==> config.mk <==
export PLATFORM = sky130hd
export DESIGN_NAME = rgb_alpha_blend
export DESIGN_NICKNAME = d
export VERILOG_FILES = /design/src/rtl/blend_pkg.sv /design/src/rtl/blend_weights.sv /design/src/rtl/blend_datapath.sv /design/src/rtl/blend_run_ctrl.sv /design/src/rtl/rgb_alpha_blend.sv
export SDC_FILE = /design/constraint.sdc
export NUM_CORES = 1
export LEC_CHECK = 0
export ABC_AREA = 1
export BUFFER_PORTS_ARGS = -buffer_cell sky130_fd_sc_hd__clkbuf_2
export CORE_ASPECT_RATIO = 1.25
export CORE_UTILIZATION = 60
export CTS_CLUSTER_SIZE = 30
export DETAILED_ROUTE_END_ITERATION = 7
export PLACE_DENSITY = 0.88
export SETUP_SLACK_MARGIN = 0.1
export SLEW_MARGIN = 30
export SYNTH_ARGS = -nofsm -noshare
export SYNTH_HDL_FRONTEND = slang
export SYNTH_SLANG_ARGS = --single-unit
export TNS_END_PERCENT = 10
==> constraint.sdc <==
create_clock -name clk -period 9.21 [get_ports clk]
set_clock_uncertainty 0.15 [all_clocks]
set_input_delay 0.921 -clock clk [delete_from_list [all_inputs] [get_ports clk]]
set_output_delay 0.921 -clock clk [all_outputs]
set_load 0.005 [all_outputs]
==> src/rtl/blend_pkg.sv <==
package blend_pkg;
    localparam int CH_W        = 8;
    localparam int LANE_W      = 16;
    localparam int LANES       = 4;
    localparam int COLOR_LANES = 3;
    localparam int PIX_W       = LANES * CH_W;
    localparam int WGT_W       = CH_W + 1;

    typedef logic [LANE_W-1:0] lane_t;
    typedef lane_t [LANES-1:0] lanes_t;
    typedef logic [PIX_W-1:0]  pixel_t;

    typedef struct packed {
        lanes_t dst;
        lanes_t src;
    } lane_pair_t;

    // Widen each colour byte into its own lane; the top lane is forced to zero.
    function automatic lanes_t spread_pixel(pixel_t px);
        lanes_t l;
        for (int i = 0; i < LANES; i++) begin
            if (i < COLOR_LANES) l[i] = lane_t'(px[i*CH_W +: CH_W]);
            else                 l[i] = '0;
        end
        return l;
    endfunction

    function automatic lane_t add_clamp(lane_t x, lane_t y);
        logic [LANE_W:0] s;
        s = {1'b0, x} + {1'b0, y};
        return s[LANE_W] ? {LANE_W{1'b1}} : s[LANE_W-1:0];
    endfunction

    function automatic logic [CH_W-1:0] narrow_clamp(lane_t v);
        return (v > lane_t'({CH_W{1'b1}})) ? {CH_W{1'b1}} : v[CH_W-1:0];
    endfunction

    function automatic pixel_t gather_pixel(lanes_t l);
        pixel_t px;
        px = '0;
        for (int i = 0; i < COLOR_LANES; i++) px[i*CH_W +: CH_W] = narrow_clamp(l[i]);
        return px;
    endfunction
endpackage

==> src/rtl/blend_weights.sv <==
module blend_weights
    import blend_pkg::*;
(
    input  logic            clk,
    input  logic            rst,
    input  logic            load,
    input  logic [CH_W-1:0] alpha_in,
    output lane_t           w_dst,
    output lane_t           w_src
);
    localparam logic [WGT_W-1:0] FULL_SCALE = WGT_W'(1) << CH_W;

    logic [CH_W-1:0]  alpha_q;
    logic [WGT_W-1:0] comp_q;   // 9 bits so that alpha 0 yields exactly 256

    always_ff @(posedge clk) begin
        if (rst) begin
            alpha_q <= '0;
            comp_q  <= FULL_SCALE;
        end else if (load) begin
            alpha_q <= alpha_in;
            comp_q  <= FULL_SCALE - WGT_W'(alpha_in);
        end
    end

    assign w_dst = lane_t'(alpha_q);
    assign w_src = lane_t'(comp_q);
endmodule

==> src/rtl/blend_datapath.sv <==
module blend_datapath
    import blend_pkg::*;
(
    input  logic   clk,
    input  logic   rst,
    input  logic   adv,
    input  logic   in_fire,
    input  pixel_t dst_px,
    input  pixel_t src_px,
    input  lane_t  w_dst,
    input  lane_t  w_src,
    output logic   out_valid,
    output pixel_t out_px
);
    logic       v1, v2, v3;
    lane_pair_t s1;
    lane_pair_t s2;
    pixel_t     s3_px;
    lanes_t     prod_dst, prod_src, mixed;

    always_ff @(posedge clk) begin
        if (rst) begin
            v1 <= 1'b0;
            v2 <= 1'b0;
            v3 <= 1'b0;
        end else if (adv) begin
            v1 <= in_fire;
            v2 <= v1;
            v3 <= v2;
        end
    end

    // Stage 1: unpack into lanes
    always_ff @(posedge clk) begin
        if (adv && in_fire) begin
            s1.dst <= spread_pixel(dst_px);
            s1.src <= spread_pixel(src_px);
        end
    end

    // Per-lane weighting and mixing
    for (genvar g = 0; g < LANES; g++) begin : g_lane
        if (g < COLOR_LANES) begin : g_color
            assign prod_dst[g] = lane_t'(s1.dst[g] * w_dst);
            assign prod_src[g] = lane_t'(s1.src[g] * w_src);
            assign mixed[g]    = add_clamp(s2.dst[g], s2.src[g]) >> CH_W;
        end else begin : g_pad
            assign prod_dst[g] = '0;
            assign prod_src[g] = '0;
            assign mixed[g]    = '0;
        end
    end

    // Stage 2: weighted products
    always_ff @(posedge clk) begin
        if (adv) begin
            s2.dst <= prod_dst;
            s2.src <= prod_src;
        end
    end

    // Stage 3: sum, scale and repack
    always_ff @(posedge clk) begin
        if (adv) s3_px <= gather_pixel(mixed);
    end

    assign out_valid = v3;
    assign out_px    = s3_px;
endmodule

==> src/rtl/blend_run_ctrl.sv <==
module blend_run_ctrl #(
    parameter int CNT_W = 16
) (
    input  logic             clk,
    input  logic             rst,
    input  logic             start,
    input  logic [CNT_W-1:0] cnt_in,
    input  logic             in_fire,
    input  logic             out_fire,
    output logic             load,
    output logic             busy,
    output logic             done,
    output logic             feed_open
);
    logic [CNT_W-1:0] in_left, out_left;

    assign load = start && !busy;

    always_ff @(posedge clk) begin
        if (rst) begin
            busy     <= 1'b0;
            done     <= 1'b0;
            in_left  <= '0;
            out_left <= '0;
        end else if (load) begin
            if (cnt_in == '0) begin
                done <= 1'b1;
            end else begin
                busy     <= 1'b1;
                done     <= 1'b0;
                in_left  <= cnt_in;
                out_left <= cnt_in;
            end
        end else if (busy) begin
            if (in_fire) in_left <= in_left - 1'b1;
            if (out_fire) begin
                out_left <= out_left - 1'b1;
                if (out_left == CNT_W'(1)) begin
                    busy <= 1'b0;
                    done <= 1'b1;
                end
            end
        end
    end

    assign feed_open = busy && (in_left != '0);
endmodule

==> src/rtl/rgb_alpha_blend.sv <==
module rgb_alpha_blend
    import blend_pkg::*;
#(
    parameter int COUNT_W = 16
) (
    input  logic               clk,
    input  logic               rst,
    input  logic               start,
    input  logic [CH_W-1:0]    cfg_alpha,
    input  logic [COUNT_W-1:0] cfg_count,
    output logic               busy,
    output logic               done,
    input  logic               in_valid,
    output logic               in_ready,
    input  logic [PIX_W-1:0]   in_dst_px,
    input  logic [PIX_W-1:0]   in_src_px,
    output logic               out_valid,
    input  logic               out_ready,
    output logic [PIX_W-1:0]   out_px
);
    logic  load, feed_open, adv, in_fire, out_fire;
    lane_t w_dst, w_src;

    assign adv      = !out_valid || out_ready;
    assign in_ready = feed_open && adv;
    assign in_fire  = in_valid && in_ready;
    assign out_fire = out_valid && out_ready;

    blend_run_ctrl #(.CNT_W(COUNT_W)) u_ctrl (
        .clk       (clk),
        .rst       (rst),
        .start     (start),
        .cnt_in    (cfg_count),
        .in_fire   (in_fire),
        .out_fire  (out_fire),
        .load      (load),
        .busy      (busy),
        .done      (done),
        .feed_open (feed_open)
    );

    blend_weights u_wgt (
        .clk      (clk),
        .rst      (rst),
        .load     (load),
        .alpha_in (cfg_alpha),
        .w_dst    (w_dst),
        .w_src    (w_src)
    );

    blend_datapath u_dp (
        .clk       (clk),
        .rst       (rst),
        .adv       (adv),
        .in_fire   (in_fire),
        .dst_px    (in_dst_px),
        .src_px    (in_src_px),
        .w_dst     (w_dst),
        .w_src     (w_src),
        .out_valid (out_valid),
        .out_px    (out_px)
    );
endmodule

## Word level (Yosys, flattened, before mapping)

Index checks and enable logic that the tools add are counted.

- Register bits: 222
- Bits in latches: 0
- Bits in writable memories: 0
- Bits in read-only memories: 0
- Output and inout bits: 36
- Word-level logic and storage cells: 79
- Memories kept: 0

- Add/subtract/negate cells: 6
- $mul: 6
- Div/mod/pow operators: 0
- $lt $le $gt $ge: 3
- Equal/unequal tests: 2
- Shift-type cells: 0
- Muxes and demuxes: 20
- Bitwise logic cells: 0
- Reduce and logical (&&, ||, !) cells: 18

Operators by type and width:

| kind | count |
|---|---|
| 2-to-1 mux 16 bit | 10 |
| adder 16 x 16 -> 17 bit | 3 |
| multiplier 8 x 8 -> 16 bit | 3 |
| multiplier 8 x 9 -> 16 bit | 3 |
| subtractor 16 x 1 -> 16 bit (second input constant) | 2 |
| greater-than comparator 8 bit (second input constant) | 3 |
| equality test 16 x 1 -> 1 bit (second input constant) | 1 |
| zero test 16 bit | 1 |
| nonzero test 16 bit | 1 |
| 2-to-1 mux 1 bit | 10 |
| AND reduction 3 bit | 3 |
| subtractor 9 x 8 -> 9 bit (first input constant) | 1 |
| nonzero test 2 bit | 4 |
| logical AND 1 bit | 6 |
| zero test 1 bit | 2 |
| != test 2 bit (second input constant) | 1 |
| logical OR 1 bit | 1 |

## Logic depth before layout (Yosys ltp)

- Depth after elaboration: 7
- Depth in mapped cells: 21

## Cells and area by module

A second synthesis with hierarchy kept.

- Cell total of the unflattened synthesis: 3,971
- Area total of the unflattened synthesis: 29,425.7 µm²

Modules (own cells, without submodules):

| module | times used | cells each | area each (µm²) | sequential area each (µm²) |
|---|---|---|---|---|
| blend_datapath | 1 | 3,391 | 26,035.0 | 5,104.9 |
| blend_run_ctrl | 1 | 453 | 2,517.4 | 680.7 |
| blend_weights | 1 | 119 | 835.8 | 320.3 |
| rgb_alpha_blend | 1 | 8 | 37.5 | 0.0 |

## Least setup slack after synthesis

OpenSTA, ideal clock, no wires.

- Path type: register to register
- From: register u_wgt.alpha_q[5]
- To: register u_dp.s2[94] (netlist bit), data pin
- Setup time: 0.259 ns
- Arrival time: 3.867 ns
- Path slack: 4.935 ns
- Cell stages (with the launch flop): 17
- Path buffers: 2
- Period minus slack after synthesis: 4.275 ns
- Cell sequence: dfxtp_1 > clkbuf_1 > clkbuf_1 > nand2_1 > inv_1 > fa_1 > fa_1 > fa_1 > inv_1 > fa_1 > inv_1 > ha_1 > a21oi_1 > o21ai_0 > nand2_1 > nand4_1 > xor2_1

RTL lines:

| element | RTL line | source |
|---|---|---|
| start, declared | blend_weights.sv:13 | `logic [CH_W-1:0] alpha_q;` |
| start signal, assigned | blend_weights.sv:21 | `alpha_q <= alpha_in;` |
| end, declared | blend_datapath.sv:17 | `lane_pair_t s2;` |

==> flow_summary.yaml <==
run_status:
  status: "finished, final reports clean"
worst_setup_path:
  worstPathMaxFanout: 16
  critPathArrivalTime_ns: 4.82
  cp-startpoint: "u_wgt.comp_q[6]$_SDFFE_PP0P_"
  path_cells: "buf_4, nand2_1, inv_1, fa_1, fa_1, fa_1, inv_1, fa_1, inv_1, ha_1, nand2_1, o21ai_0, nand2_1, and2_0, nand3_1, nand2_1"
  cp_top_family: "adder cells"
  path_depth: 16
  cp-endpoint: "u_dp.s2[47]$_DFFE_PN_"
  critPathBufInv: 4
  endpoint_kind: "register"
  required_ns: 9.38
  r2r_start: "u_wgt.comp_q[6]$_SDFFE_PP0P_"
  cpPeakStageDelay_ns: 0.56
  critPathKind: "register to register"
  cp_slowest_cell: "dfxtp_1"
  regToRegEndpoint: "u_dp.s2[47]$_DFFE_PN_"
  cp-start-kind: "register"
  ff2ff_setup_slack_ns: 4.56
  worstRegToRegCells: 16
yosys:
  yosysTopAreaCell: "edfxtp_1"
  synth_commonest_cells: "inv_1, nand2_1, ha_1"
  synthCells: 3189
  ys.warnings.count: 0
  async_flop_share_pct: 0
  synth.area.top_cells: "edfxtp_1, fa_1, ha_1"
  syn_avg_cell_area_sq_um: 7.764
  synth_area_sq_mm: 0.02476
  ys_seq_elements: 221
  yosysUniqueCellTypes: 45
  yosysSeqAreaShare_pct: 24.66
  synth.most_common_cell: "inv_1"
  synthFlopType: "edfxtp_1"
  synth_enable_flop_cells: 168
  netlist.area_leader.share_pct: 20.38
cts:
  clkTransAtPathRegs_ns: 0.06
  cts_resized: 0
  numClockSinks: 221
  worstSkewPairLatency_ns: 0.56
  cts_tree: "built"
  cts-hold-fix-buffers: 0
  htree_levels: 1
  numCtsBuffers: 26
  root_buffer: "clkbuf_16"
  clockBufferDepth: 3
  cts_setup_buffers: 0
die:
  start_util_pct: 61.25
  fp.dieArea_sq_mm: 0.04209
  io_pins: 129
  core_area_sq_mm: 0.04042
  rows: 82
  die_w_um: 183.7
  fp.dieH_um: 229.1
routing:
  vias: 20230
  vias_per_cell: 5.346
  routed_wl_um: 55500
  drtIter0Drc: 1629
  drc: 0
  final_antenna_net_count: 0
  wl_per_cell_um: 14.67
  dr.pass1.iters: 5
finish:
  syn_to_final_growth_pct: 6.959
  final_nets: 3803
  postLayoutCellArea_sq_mm: 0.02648
  drive_gt1_share_pct: 6.180
  final_cells: 3784
place:
  place_congestion: 0.9494
  portBuffers: 104
  dpl_cell_area_sq_mm: 0.02555
  place_hpwl_um: 41490
  post-place-cells: 3735
  post-place-ws_ns: 4.404
global_route:
  use_met3_pct: 3.212
  grt_start_max_net_pins: 74
  busiest_layer: "met2"
  grt_use_met1_pct: 31.82
  grt_overflow_total: 0
  grt_usage_pct: 27.35
  first_global_vias: 20320
  use_met2_pct: 48.48
  antenna_found_initial: 2
  grt_pass1_wl_um: 93320
hold_path:
  hp-class: "register to register"
pwr:
  leakage_nw: 15.61
  peakVddDrop_v: 0.0001561
  power.density_mw_per_mm2: 192.4
  finalPower_mw: 5.096
timing:
  setup_viol_count_final: 0
  tightest_slew_ns: 0.9307
  final.min_clock_period_ns: 4.649
  finalCritPeriodShare_pct: 50.48
  timing.slew.headroom_pct: 37.73
  tns_ns: 0
  finalHoldViolations: 0
  fmax_ghz: 0.2151
  slew_violations: 0
  rsz0062_at_grt: "no"
  fin_ws_ns: 4.561
run:
  cap_viol_max_count: 0
sequential cells by signal, summed over array words and instances, names as in the netlist, 7 cells and up:
signal           count
u_wgt.alpha_q        7
u_ctrl.out_left     16
u_ctrl.in_left      16
u_dp.s1             48
u_dp.s2             96
u_dp.out_px         24
u_wgt.comp_q         9
cell families after synthesis:
logic type / Yosys count / synth area share (%)
buffers and inverters: 914 / 14.19
XOR/XNOR: 93 / 3.290
adder cells (fa/ha/maj): 493 / 31.92
flip-flops: 221 / 24.66
AND/OR/NAND/NOR: 1166 / 19.41
AO/OA/AOI/OAI: 301 / 6.524
other: 1 / 0.01515
power breakdown:
| group | internal, mW | switching [mW] |
|---|---|---|
| Combinational | 0.914 | 1.52 |
| Clock | 0.673 | 0.433 |
| Sequential | 1.41 | 0.153 |
tightest hold or removal path: stages, from the launching register on:
cell     delay [ns]
dfxtp_1        0.30
nand2_1        0.05
a21oi_1        0.06
cells in the final DEF, fill, tap and decap left out, types with 8 or more instances in the layout:
cell type and instances:
xor2_1 47, a21oi_1 144, nand2_1 743, fa_1 231, o21ai_1 36, o21bai_1 12
xnor2_1 46, edfxtp_1 168, clkbuf_16 29, conb_1 8, nand4_1 31, inv_2 10
buf_4 13, clkbuf_2 104, inv_1 777, ha_1 262, dfxtp_1 47, nor3_1 13
nor2_1 209, o21ai_0 79, o21a_1 16, nand3_1 134
metrics by stage:
step                util (%)  hold slack, ns
detailed placement     63.21          0.3045
global route           65.51          0.3329
CTS                    65.49          0.3133
global placement       63.19          0.3007
floorplan                  -          0.2905
finish                 65.51          0.3101
routing by layer:
metal	up-vias	share of wire (%)
li1	9763	-
met2	753	50
met1	9482	38
met5	-	0
met4	0	5.5
met3	230	6.6
worst min-delay path by stage:
stage | from | end | slack [ns] | depth (start not counted)
after floorplan | u_dp.v1$_SDFFE_PP0N_ | u_dp.v1$_SDFFE_PP0N_ | 0.29 | 2
after global placement | u_dp.v1$_SDFFE_PP0N_ | u_dp.v1$_SDFFE_PP0N_ | 0.30 | 2
after detailed placement | u_dp.v1$_SDFFE_PP0N_ | u_dp.v1$_SDFFE_PP0N_ | 0.30 | 2
after CTS | u_dp.v1$_SDFFE_PP0N_ | u_dp.v1$_SDFFE_PP0N_ | 0.31 | 2
after global routing | u_wgt.alpha_q[6]$_SDFFE_PP0P_ | u_wgt.alpha_q[6]$_SDFFE_PP0P_ | 0.33 | 2
final | u_dp.v1$_SDFFE_PP0N_ | u_dp.v1$_SDFFE_PP0N_ | 0.31 | 2
final cells by class:
class,instances,area (sq um)
diodes,2,5.005
fillers,3160,13940
clock inverters,11,146.4
inverters,790,2973
repair buffers,117,618.1
well taps,546,683.2
flip-flops and latches,221,6113
clock buffers,36,775.7
multi-input cells,2061,15170
(Power assumes the default switching activity.)
